`config.mk`:
```
export PLATFORM = sky130hd
export DESIGN_NAME = ptw_xlat_unit
export DESIGN_NICKNAME = d
export VERILOG_FILES = /design/src/rtl/ptw_pkg.sv /design/src/rtl/ptw_addr_split.sv /design/src/rtl/ptw_entry_check.sv /design/src/rtl/ptw_walk_ctrl.sv /design/src/rtl/ptw_xlat_unit.sv
export SDC_FILE = /design/constraint.sdc
export NUM_CORES = 1
export LEC_CHECK = 0
export BUFFER_PORTS_ARGS = -buffer_cell sky130_fd_sc_hd__clkbuf_2
export CAP_MARGIN = 20
export CORE_UTILIZATION = 35
export DETAILED_ROUTE_END_ITERATION = 6
export GPL_ROUTABILITY_DRIVEN = 0
export GPL_TIMING_DRIVEN = 0
export HOLD_SLACK_MARGIN = 0.1
export PLACE_DENSITY = 0.59
export RECOVER_POWER = 100
export SYNTH_ARGS = -nofsm -noshare
export SYNTH_HDL_FRONTEND = slang
export SYNTH_SLANG_ARGS = --single-unit
```
`constraint.sdc`:
```
create_clock -name clk -period 2.3 [get_ports clk]
set_clock_uncertainty 0.2 [all_clocks]
set_input_delay 0.23 -clock clk [delete_from_list [all_inputs] [get_ports clk]]
set_output_delay 0.23 -clock clk [all_outputs]
set_load 0.02 [all_outputs]
```
`src/rtl/ptw_pkg.sv`:
```
package ptw_pkg;
  localparam int VA_W   = 14;
  localparam int PA_W   = 12;
  localparam int OFS_W  = 6;
  localparam int MEM_AW = 16;
  localparam int MEM_DW = 16;
  localparam int VPN_W  = VA_W - OFS_W;
  localparam int PPN_W  = PA_W - OFS_W;

  // entry word field positions
  localparam int BIT_PRESENT = MEM_DW - 1;
  localparam int BIT_RD      = MEM_DW - 2;
  localparam int BIT_WR      = MEM_DW - 3;
  localparam int BIT_SUPONLY = MEM_DW - 4;

  typedef enum logic [1:0] {
    ST_IDLE  = 2'd0,
    ST_ISSUE = 2'd1,
    ST_AWAIT = 2'd2,
    ST_REPLY = 2'd3
  } walk_state_t;

  typedef struct packed {
    logic             page_fault;
    logic             prot_fault;
    logic [PA_W-1:0]  paddr;
  } xlat_result_t;

  function automatic logic [MEM_AW-1:0] entry_word_addr(
      input logic [MEM_AW-1:0] base, input logic [VPN_W-1:0] vpn);
    logic [MEM_AW-1:0] wide_vpn;
    wide_vpn = MEM_AW'(vpn);
    return base + wide_vpn;
  endfunction

  function automatic xlat_result_t judge_entry(
      input logic [MEM_DW-1:0] ent, input logic is_write,
      input logic is_super, input logic [OFS_W-1:0] ofs);
    xlat_result_t r;
    logic priv_ok, kind_ok;
    priv_ok = is_super | ~ent[BIT_SUPONLY];
    kind_ok = is_write ? ent[BIT_WR] : ent[BIT_RD];
    r.page_fault = ~ent[BIT_PRESENT];
    r.prot_fault = ent[BIT_PRESENT] & ~(priv_ok & kind_ok);
    r.paddr      = (r.page_fault | r.prot_fault) ? '0
                   : {ent[PPN_W-1:0], ofs};
    return r;
  endfunction
endpackage

```
`src/rtl/ptw_addr_split.sv`:
```
module ptw_addr_split
  import ptw_pkg::*;
(
  input  logic [VA_W-1:0]   vaddr,
  input  logic [MEM_AW-1:0] base,
  output logic [VPN_W-1:0]  vpn,
  output logic [OFS_W-1:0]  ofs,
  output logic [MEM_AW-1:0] ent_addr
);
  always_comb begin
    vpn      = vaddr[VA_W-1:OFS_W];
    ofs      = vaddr[OFS_W-1:0];
    ent_addr = entry_word_addr(base, vpn);
  end
endmodule

```
`src/rtl/ptw_entry_check.sv`:
```
module ptw_entry_check
  import ptw_pkg::*;
(
  input  logic [MEM_DW-1:0] ent,
  input  logic              is_write,
  input  logic              is_super,
  input  logic [OFS_W-1:0]  ofs,
  output xlat_result_t      res
);
  always_comb res = judge_entry(ent, is_write, is_super, ofs);

  always_comb begin
    if (res.page_fault && res.prot_fault)
      AST_FAULTS_EXCLUSIVE: assert (1'b0) else $error("both faults");
    if (res.page_fault)
      AST_ABSENT_NO_ADDR: assert (res.paddr == '0) else $error("paddr on absent");
  end
endmodule

```
`src/rtl/ptw_walk_ctrl.sv`:
```
module ptw_walk_ctrl
  import ptw_pkg::*;
(
  input  logic clk,
  input  logic rst_n,
  input  logic req_valid,
  output logic req_ready,
  output logic mem_req_valid,
  input  logic mem_req_ready,
  input  logic mem_rsp_valid,
  output logic rsp_valid,
  output logic accept_evt,
  output logic fetch_done_evt
);
  walk_state_t state_q, state_d;

  always_comb begin
    req_ready      = (state_q == ST_IDLE);
    mem_req_valid  = (state_q == ST_ISSUE);
    rsp_valid      = (state_q == ST_REPLY);
    accept_evt     = req_valid && (state_q == ST_IDLE);
    fetch_done_evt = mem_rsp_valid && (state_q == ST_AWAIT);
    state_d = state_q;
    unique case (state_q)
      ST_IDLE:  if (req_valid)     state_d = ST_ISSUE;
      ST_ISSUE: if (mem_req_ready) state_d = ST_AWAIT;
      ST_AWAIT: if (mem_rsp_valid) state_d = ST_REPLY;
      ST_REPLY:                    state_d = ST_IDLE;
      default:                     state_d = ST_IDLE;
    endcase
  end

  always_ff @(posedge clk or negedge rst_n)
    if (!rst_n) state_q <= ST_IDLE;
    else        state_q <= state_d;

  AST_REQ_HELD: assert property (@(posedge clk) disable iff (!rst_n)
    mem_req_valid && !mem_req_ready |=> mem_req_valid) else $error("req dropped");
  AST_SINGLE_ISSUE: assert property (@(posedge clk) disable iff (!rst_n)
    mem_req_valid && mem_req_ready |=> !mem_req_valid) else $error("req repeated");
  AST_BUSY_NOT_READY: assert property (@(posedge clk) disable iff (!rst_n)
    (mem_req_valid || rsp_valid) |-> !req_ready) else $error("ready while busy");
  AST_RSP_PULSE: assert property (@(posedge clk) disable iff (!rst_n)
    rsp_valid |=> !rsp_valid) else $error("rsp longer than one cycle");
  AST_RSP_FOLLOWS_MEM: assert property (@(posedge clk) disable iff (!rst_n)
    fetch_done_evt |=> rsp_valid) else $error("rsp not after fetch");
endmodule

```
`src/rtl/ptw_xlat_unit.sv`:
```
module ptw_xlat_unit
  import ptw_pkg::*;
(
  input  logic              clk,
  input  logic              rst_n,
  input  logic [15:0]       tbl_base,
  input  logic              req_valid,
  output logic              req_ready,
  input  logic [13:0]       req_vaddr,
  input  logic              req_write,
  input  logic              req_super,
  output logic              mem_req_valid,
  input  logic              mem_req_ready,
  output logic [15:0]       mem_req_addr,
  input  logic              mem_rsp_valid,
  input  logic [15:0]       mem_rsp_data,
  output logic              rsp_valid,
  output logic [11:0]       rsp_paddr,
  output logic              rsp_page_fault,
  output logic              rsp_prot_fault
);
  logic              accept_evt, fetch_done_evt;
  logic [VPN_W-1:0]  vpn_w;
  logic [OFS_W-1:0]  ofs_w;
  logic [MEM_AW-1:0] ent_addr_w;
  logic [MEM_AW-1:0] ent_addr_q;
  logic [OFS_W-1:0]  ofs_q;
  logic              write_q, super_q;
  xlat_result_t      res_w, res_q;

  ptw_addr_split u_split (
    .vaddr(req_vaddr), .base(tbl_base),
    .vpn(vpn_w), .ofs(ofs_w), .ent_addr(ent_addr_w)
  );

  ptw_walk_ctrl u_ctrl (
    .clk(clk), .rst_n(rst_n),
    .req_valid(req_valid), .req_ready(req_ready),
    .mem_req_valid(mem_req_valid), .mem_req_ready(mem_req_ready),
    .mem_rsp_valid(mem_rsp_valid), .rsp_valid(rsp_valid),
    .accept_evt(accept_evt), .fetch_done_evt(fetch_done_evt)
  );

  ptw_entry_check u_check (
    .ent(mem_rsp_data), .is_write(write_q), .is_super(super_q),
    .ofs(ofs_q), .res(res_w)
  );

  always_ff @(posedge clk or negedge rst_n) begin
    if (!rst_n) begin
      ent_addr_q <= '0;
      ofs_q      <= '0;
      write_q    <= 1'b0;
      super_q    <= 1'b0;
    end else if (accept_evt) begin
      ent_addr_q <= ent_addr_w;
      ofs_q      <= ofs_w;
      write_q    <= req_write;
      super_q    <= req_super;
    end
  end

  always_ff @(posedge clk or negedge rst_n) begin
    if (!rst_n)              res_q <= '0;
    else if (fetch_done_evt) res_q <= res_w;
  end

  always_comb begin
    mem_req_addr   = ent_addr_q;
    rsp_paddr      = res_q.paddr;
    rsp_page_fault = res_q.page_fault;
    rsp_prot_fault = res_q.prot_fault;
  end

  // vpn_w is consumed inside the address split; keep it observable for checks
  AST_ADDR_STABLE: assert property (@(posedge clk) disable iff (!rst_n)
    mem_req_valid && !mem_req_ready |=> $stable(mem_req_addr)) else $error("addr moved");
  AST_ADDR_FROM_VPN: assert property (@(posedge clk) disable iff (!rst_n)
    accept_evt |=> mem_req_addr == $past(tbl_base) + MEM_AW'($past(vpn_w))) else $error("bad entry addr");
  AST_ONE_FAULT_OUT: assert property (@(posedge clk) disable iff (!rst_n)
    rsp_valid |-> !(rsp_page_fault && rsp_prot_fault)) else $error("two faults");
  AST_FAULT_ZERO_PADDR: assert property (@(posedge clk) disable iff (!rst_n)
    rsp_valid && (rsp_page_fault || rsp_prot_fault) |-> rsp_paddr == '0) else $error("paddr on fault");
endmodule

```
==> flow_summary.toml, run 1 <==
[pwr]
pwr-share-clk_pct = 18.9
power_uw = 3140
ir_worst_vdd_mv = 0.431
power.density_nw_per_um2 = 1060
p_sw_uw = 1310
p_int_uw = 1830
power_frac_comb_pct = 43.3
swShare_pct = 41.8
p_leak_uw = 0.00140
seq_power_share_pct = 37.8

[worst_setup_path]
cp_cell_sequence = "clkbuf_2, ha_1, fa_1, a21o_1, a221oi_2, a2111o_1, nand3_1"
start_kind = "primary input"
cp.required_ns = 2.28
critPathMaxFanout = 9
crit_path_max_incr_delay_ns = 0.65
cp_top_family = "compound AO/OA/AOI/OAI gates"
reg2reg_from = "u_ctrl.state_q[0]"
crit_arrival_ns = 2.17
cp-end-kind = "flip-flop"
crit_buf_inv = 1
critPathKind = "in -> reg"
startpoint = "tbl_base[0]"
crit_slowest_cell = "a221oi_2"

[route]
dr_wl_met2_mm = 2.45
wl_met1_mm = 2.51
drtIter0Drc = 55
vias = 2009
drc = 0
dr_wl_met3_microns = 239
dr.max_layer_used = "met4"
drt_wl_total_mm = 5.22
antenna_left = 0
wl_per_cell_microns = 13.1
viasPerCell = 5.04
drt_pass1_iterations = 4

[finish]
antennaDiodeCount = 0
drive_above_1_share_pct = 19.4
final_cell_mix = "clkbuf_2 (46), nand2_1 (40), dfrtp_1 (40)"
area_growth_syn_to_layout_pct = 39.3
finalNonFillerCells = 399
final_common_cell = "clkbuf_2"
finalNetCount = 389
fillers = 601

[clock_tree]
ctsLongestPathBuffers = 2
htree_levels = 2
insertion_delay_ns = 0.29
path_clk_slew_ns = 0.09
cts_tree = "yes"
cts_setup_buffers = 0
numCtsBuffers = 5
cts_root_buffer = "clkbuf_8"
cts.sinks = 40

[timing]
tightest_slew_ns = 1.09
setup_tns_ns = 0
fmax_mhz = 456
maxSlewViolCount = 0
fin_crit_ns = 2.19
rsz0062_at_grt = "false"
relSlewSlack_pct = 27.7
finalCritPeriodShare_pct = 95.3
setup_viol = 0
hold_viol = 0
fin_hold_ws_ns = 0.128

[global_route]
grt_overflow = 0
grt_pass1_vias = 1869
antenna_found_initial = 0
grt_pass1_wl_mm = 8.61
grt.total_usage_pct = 17.4
grt_max_degree = 41

[placement]
port_buffers = 78
place_inst = 366
post-dp-hpwl_mm = 3.62

[run_status]
outcome = "completed"

[worst_hold_path]
hold_class = "in -> reg"
worstHoldStart = "mem_rsp_data[13]"

[logic_synthesis]
synth_edf_count = 0
synthCells = 213
syn_area_sq_um = 2120
syn_area_per_cell_sq_um = 9.97
synth_fp_nets = 279
synth-seq-area-share_pct = 47.1
ys_warn_count = 0
ys.flop_type = "dfrtp_1"
ys_types = 43
synth.ff_latch_count = 40
postSynth.asyncResetShare_pct = 100

[floorplanning]
io_pins = 86
start_util_pct = 36.1
die_y_microns = 79.9
core_sq_um = 5890
num_rows = 28
die_area_sq_um = 6380
die_x_microns = 79.9

[run]
cap_violations = 0
## Yosys cell counts (3+ instances only)
library cell  instances  share of area [%]
and3_1                3               0.88
nor2_1                6                1.1
xor2_1                3                1.2
nand2_1              40                7.1
ha_1                 12                7.1
a31oi_1               7                2.1
clkbuf_1              7                1.2
dfrtp_1              40                 47
inv_1                 7                1.2
nand3_1               9                2.1
a211oi_1              4                1.4
a21o_1                3                1.1
or3_1                 3               0.88
o21ai_0              12                2.8
o31ai_1               4                1.4
a21oi_1               4               0.94
or4_1                 4                1.4
nand4_1               4                1.2
and2_1                3               0.88
a22o_1               12                4.9
## sequential cells by signal, summed over array words and instances (netlist names)
name            flops
mem_req_addr       16
rsp_page_fault      1
rsp_prot_fault      1
rsp_paddr          12
super_q             1
u_ctrl.state_q      2
ofs_q               6
write_q             1
## final timing paths
kind,depth (start not counted),slack (ns),to
setup / recovery,7,0.11,mem_req_addr[14]
hold / removal,4,0.13,rsp_prot_fault
setup reg to reg,6,0.20,mem_req_addr[14]
hold reg to reg,2,0.28,ofs_q[4]
max in group asynchronous,3,0.78,u_ctrl.state_q[1]
min in group asynchronous,2,0.45,rsp_paddr[10]
## layer usage
metal  track usage, %  vias to the layer above
li1                 -                     1008
met1             22.8                      944
met3             3.31                        2
met2             29.1                       55
met4             4.82                        0
met5                0                        -
## power by group through the flow
stage / sequential (uW) / clock (uW) / combinational [uW]
floorplan: 1470 / 0 / 658
global placement: 1200 / 0 / 1390
detailed placement: 1200 / 0 / 1400
CTS: 1190 / 619 / 1440
global route: 1230 / 645 / 1510
finish: 1190 / 594 / 1360
## final cells by class
class / count / area, sq um / share of cell area (%)
buffer: 8 / 36.3 / 1.23
clock buffer: 5 / 68.8 / 2.33
clock inverter: 3 / 47.5 / 1.61
inverter: 7 / 26.3 / 0.888
multi-input combinational: 157 / 1060 / 35.8
sequential: 40 / 1000 / 33.8
tap: 75 / 93.8 / 3.17
timing repair buffer: 104 / 626 / 21.2
## worst register-to-register path, cell delays in order (launching register included)
cell	delay, ns
dfrtp_1	0.41
inv_1	0.11
ha_1	0.32
nand2_1	0.27
clkbuf_1	0.29
a211oi_1	0.29
nand3_1	0.10
## kinds of logic (layout without fill, tap and decap cells)
logic type | after synthesis | count (layout) | synth area share [%]
AND/OR/NAND/NOR | 76 | 76 | 16.9
buffers and inverters | 16 | 127 | 3.01
flip-flops | 40 | 40 | 47.1
adder cells (fa/ha/maj) | 13 | 13 | 8.01
XOR/XNOR | 5 | 5 | 2.06
AO/OA/AOI/OAI | 62 | 62 | 22.5
multiplexers | 1 | 1 | 0.471
## repair_timing
action | 4_1_cts | 5_1_grt
setup endpoints to repair | 0 | 15
hold buffers | 25 | 0
endpoints found under the hold margin | 63 | 0
resized for setup | 0 | 3
## stage by stage
step	area, sq um	util, %	setup WS, ns
after floorplan	2120	-	0.190
after CTS	2970	50.5	0.000778
after global routing	2960	50.3	0.00314
after detailed placement	2610	44.3	-0.185
final	2960	50.3	0.107
after global placement	2610	44.3	-0.152
Note: power is estimated with default switching activity, not from simulation.
==> run 2: changes to the inputs <==
- clock period: 2.3 -> 2.41 ns (I/O delays scaled with it)
==> run 2 against run 1 <==
Net effect:
- critical path depth unchanged
- combinational power decreased by 4%
- non-clock buffer count increased by 1
- final cell count increased by 0.25%
- total power decreased by 4.3%
- via count increased by 0.15%
- die area unchanged
- highest routed layer unchanged
- global-route usage unchanged
- setup slack improved by 0.099 ns
==> flow_summary.toml, run 2 (synthesis gave the netlist of run 1 again) <==
[run_status]
outcome = "completed"

[global_route]
grt_pass1_wl_mm = 8.61
antenna_found_initial = 0
grt_max_degree = 41
grt.total_usage_pct = 17.4
grt_overflow = 0
grt_pass1_vias = 1866

[worst_setup_path]
critPathKind = "in -> reg"
crit_path_max_incr_delay_ns = 0.65
cp-end-kind = "flip-flop"
cp_cell_sequence = "clkbuf_2, ha_1, fa_1, a21o_1, a221oi_2, a2111o_1, nand3_1"
worst_r2r_path_depth = 7
crit_slowest_cell = "a221oi_2"
cp.required_ns = 2.39
crit_arrival_ns = 2.18
start_kind = "primary input"
critPathMaxFanout = 9

[clock_tree]
htree_levels = 2
cts_tree = "yes"
path_clk_slew_ns = 0.09
cts.sinks = 40
ctsLongestPathBuffers = 2
numCtsBuffers = 5
cts_root_buffer = "clkbuf_8"
insertion_delay_ns = 0.29
cts_setup_buffers = 0

[placement]
postPlaceCellArea_sq_um = 2610
port_buffers = 78
post-dp-hpwl_mm = 3.62
place_inst = 366

[timing]
setup_tns_ns = 0
hold_viol = 0
relSlewSlack_pct = 35.1
rsz0062_at_grt = "false"
maxSlewViolCount = 0
fmax_mhz = 454
finalCritPeriodShare_pct = 91.5
fin_crit_ns = 2.20
setup_viol = 0
tightest_slew_ns = 0.973

[finish]
final_common_cell = "clkbuf_2"
fin_area_sq_um = 2940
fillers = 602
final_cell_mix = "clkbuf_2 (48), nand2_1 (40), dfrtp_1 (40)"
largest_register_ff_count = 16
finalNetCount = 390
drive_above_1_share_pct = 19.7
area_growth_syn_to_layout_pct = 38.5
finalNonFillerCells = 400
antennaDiodeCount = 0

[worst_hold_path]
hold_class = "in -> reg"
hold_depth = 3

[route]
vias = 2012
drc = 0
wl_per_cell_microns = 13.1
drtIter0Drc = 42
antenna_left = 0
viasPerCell = 5.03
drt_wl_total_mm = 5.23
drt_pass1_iterations = 4

[floorplanning]
num_rows = 28
io_pins = 86
core_sq_um = 5890
die_y_microns = 79.9
die_area_sq_um = 6380
die_x_microns = 79.9
start_util_pct = 36.1

[pwr]
power.density_nw_per_um2 = 1020
ir_worst_vdd_mv = 0.412
p_leak_uw = 0.00139

[run]
cap_violations = 0
-- run 2: changes by cell type in the layout (fill, tap and decap cells not counted), sizes merged --
cell and delta:
clkbuf +2, buf -1
-- run 2: timing repair --
action | in CTS | in global routing
gates resized for setup | 0 | 5
hold buffers | 25 | 0
setup endpoints to repair | 0 | 14
hold endpoints to repair | 63 | 0
-- run 2: final cells by class --
type / instances / area, sq um / share of cell area [%]
clock buffers: 5 / 68.8 / 2.34
plain buffers: 9 / 41.3 / 1.40
flip-flops and latches: 40 / 1000 / 34.0
clock inverters: 3 / 47.5 / 1.62
repair buffers: 104 / 603 / 20.5
well taps: 75 / 93.8 / 3.19
multi-input cells: 157 / 1060 / 36.0
inverters: 7 / 26.3 / 0.894
-- run 2: through the flow --
stage	total power, uW	setup WS [ns]	hold slack, ns	util, %
floorplan	2030	0.289	-0.255	-
global placement	2460	-0.0528	0.232	44.3
detailed placement	2480	-0.0861	0.236	44.3
CTS	3110	0.0923	0.136	50.5
global route	3240	0.0486	0.147	50.0
finish	3010	0.206	0.141	50.0
-- run 2: path summary, 6_finish.rpt --
path / slack [ns] / end / start
setup / recovery: 0.21 / mem_req_addr[14] / tbl_base[0]
hold / removal: 0.14 / rsp_paddr[1] / mem_rsp_data[12]
setup reg to reg: 0.23 / mem_req_addr[12] / u_ctrl.state_q[0]
hold reg to reg: 0.28 / ofs_q[4] / ofs_q[4]
max in group asynchronous: 0.45 / u_ctrl.state_q[1] / rst_n
min in group asynchronous: 0.42 / rsp_paddr[10] / rst_n
-- run 2: power breakdown --
part,total (uW),internal [uW],switching (uW),leakage (uW)
Sequential,1130,972,160,0.000503
Combinational,1310,469,841,0.000832
Clock,565,312,253,0.0000583
-- run 2: per-layer routing --
layer	vias up	routed length, microns	track usage [%]
li1	1011	-	-
met1	942	2530	22.8
met2	57	2450	29.1
met3	2	239	3.31
met4	0	15	4.82
met5	-	0	0
-- run 2: critical path, delay by kind of cell --
family	cells	cell delay (ns)
AO/OA/AOI/OAI	3	1.13
adder cells (fa/ha/maj)	2	0.67
buffers and inverters	1	0.08
AND/OR/NAND/NOR	1	0.06
==> run 3: changes to the inputs <==
- CTS_CLUSTER_DIAMETER: default -> 60
- PLACE_DENSITY: 0.59 -> 0.69
==> run 3 against run 2 <==
Net effect:
- global-route usage decreased by 0.39 points
- flip-flop and latch count unchanged
- combinational power barely moved
- sequential share of layout area about the same
- maximum frequency down 0.51%
- register-to-register slack got worse by 0.04 ns
- routed wire length down 1.2%
- utilization is essentially flat
- count of clock-buffer cells in the layout did not move
- sequential power hardly changed
- critical path type is now reg -> reg
- first-iteration DRC count up 67%
==> flow_summary.toml, run 3 (synthesis gave the netlist of run 1 again) <==
[finish]
area_growth_syn_to_layout_pct = 38.4
seqCellArea_sq_um = 1000
drive_above_1_share_pct = 19.7
largest_register_ff_count = 16
antennaDiodeCount = 0
finalNetCount = 390
multiInputGateArea_sq_um = 1060
final_common_cell = "clkbuf_2"
fillers = 601
final_cell_mix = "clkbuf_2 (48), nand2_1 (40), dfrtp_1 (40)"

[run_status]
outcome = "completed"

[worst_setup_path]
startpoint = "u_ctrl.state_q[0]"
cp.required_ns = 2.41
crit_arrival_ns = 2.22
reg2reg_slack_ns = 0.19
crit_slowest_cell = "dfrtp_1"
start_kind = "flip-flop"
crit_end = "mem_req_addr[9]"
critPathKind = "reg -> reg"
cp_cell_sequence = "inv_1, ha_1, and2_1, clkbuf_1, clkbuf_2, nor2_1, a31oi_1"
critPathMaxFanout = 10
reg2reg_from = "u_ctrl.state_q[0]"
worstReg2RegEnd = "mem_req_addr[9]"
crit_path_max_incr_delay_ns = 0.41
worst_r2r_path_depth = 7
cp-end-kind = "flip-flop"

[clock_tree]
numCtsBuffers = 5
cts.sinks = 40
path_clk_slew_ns = 0.09
insertion_delay_ns = 0.29
cts_tree = "yes"
ctsLongestPathBuffers = 2
cts_root_buffer = "clkbuf_8"
htree_levels = 2

[global_route]
grt.total_usage_pct = 17.0
grt_max_degree = 41
grt_pass1_vias = 1824
grt_pass1_wl_mm = 8.36
grt_overflow = 0
antenna_found_initial = 0

[timing]
setup_viol = 0
maxSlewViolCount = 0
rsz0062_at_grt = "false"
fin_crit_ns = 2.22
hold_viol = 0
setup_ws_ns = 0.194
finalCritPeriodShare_pct = 91.9
fmax_mhz = 451
relSlewSlack_pct = 51.9
setup_tns_ns = 0
tightest_slew_ns = 0.722

[route]
vias = 1984
drc = 0
drt_pass1_iterations = 4
wl_per_cell_microns = 12.9
antenna_left = 0
drt_wl_total_mm = 5.17
drtIter0Drc = 70
viasPerCell = 4.96

[pwr]
p_leak_uw = 0.00139
ir_worst_vdd_mv = 0.427
power.density_nw_per_um2 = 1030

[floorplanning]
die_area_sq_um = 6380
num_rows = 28
die_y_microns = 79.9
start_util_pct = 36.1
io_pins = 86
die_x_microns = 79.9
core_sq_um = 5890

[worst_hold_path]
hold_class = "in -> reg"

[placement]
post-dp-hpwl_mm = 3.69
port_buffers = 78
dp_worst_setup_slack_ns = -0.0306

[run]
cap_violations = 0
==> run 3: cell count changes in the layout (fill, tap and decap cells not counted) <==
cell / change
and2_0: -1
and2_1: +1
clkinv_4: -2
clkinvlp_4: +1
inv_6: +1
==> run 3: through the flow <==
| step | instances | hold slack [ns] | power [uW] | utilization (%) | instance area, sq um |
|---|---|---|---|---|---|
| 2_1_floorplan | 213 | -0.255 | 2030 | - | 2120 |
| 3_3_place_gp | 366 | 0.235 | 2460 | 44.3 | 2610 |
| 3_5_place_dp | 366 | 0.239 | 2490 | 44.3 | 2610 |
| 4_1_cts | 399 | 0.125 | 3110 | 50.5 | 2970 |
| 5_1_grt | 400 | 0.142 | 3240 | 49.9 | 2940 |
| 6_report | 400 | 0.127 | 3010 | 49.9 | 2940 |
==> run 3: worst min path at each step <==
stage	slack [ns]	end	from	cells after the start
finish	0.13	mem_req_addr[1]	req_vaddr[7]	4
global route	0.14	mem_req_addr[1]	req_vaddr[7]	4
CTS	0.12	mem_req_addr[1]	req_vaddr[7]	4
detailed placement	0.24	ofs_q[2]	req_vaddr[2]	3
global placement	0.23	write_q	req_write	3
floorplan	-0.25	mem_req_addr[0]	rst_n	0
==> run 3: worst max-delay path: cells and delay by family (launching register included) <==
family,cells,cell delay (ns)
buffers and inverters,3,0.77
AOI/OAI and AO/OA,1,0.17
and+or+nand+nor,2,0.24
adders and majority gates,1,0.34
DFF,1,0.41
==> run 3: what timing repair did <==
item	4_1_cts	5_1_grt
endpoints found under the setup margin	0	14
hold buffers	25	0
hold endpoints to repair	63	0
gates resized for setup	0	5
setup buffers	0	0
==> run 3: layout make-up <==
cell class / instances / area share (%)
plain buffers: 9 / 1.40
clock buffers: 5 / 2.34
clock inverters: 3 / 1.58
inverters: 7 / 0.894
multi-input cells: 157 / 36.0
flip-flops and latches: 40 / 34.1
well taps: 75 / 3.19
repair buffers: 104 / 20.5
==> run 3: per-layer routing <==
metal  share of wire (%)  vias to the layer above  global-route usage (%)  wire, microns
li1                    -                     1009                       -              -
met1                  46                      919                    20.6           2370
met2                  49                       52                    30.4           2520
met3                 5.1                        4                    3.54            266
met4                0.48                        0                    4.29             25
met5                   0                        -                       0              0
==> run 3: power breakdown <==
group	switching [uW]	internal, uW
Sequential	161	972
Combinational	847	471
Clock	252	312
Total	1260	1750
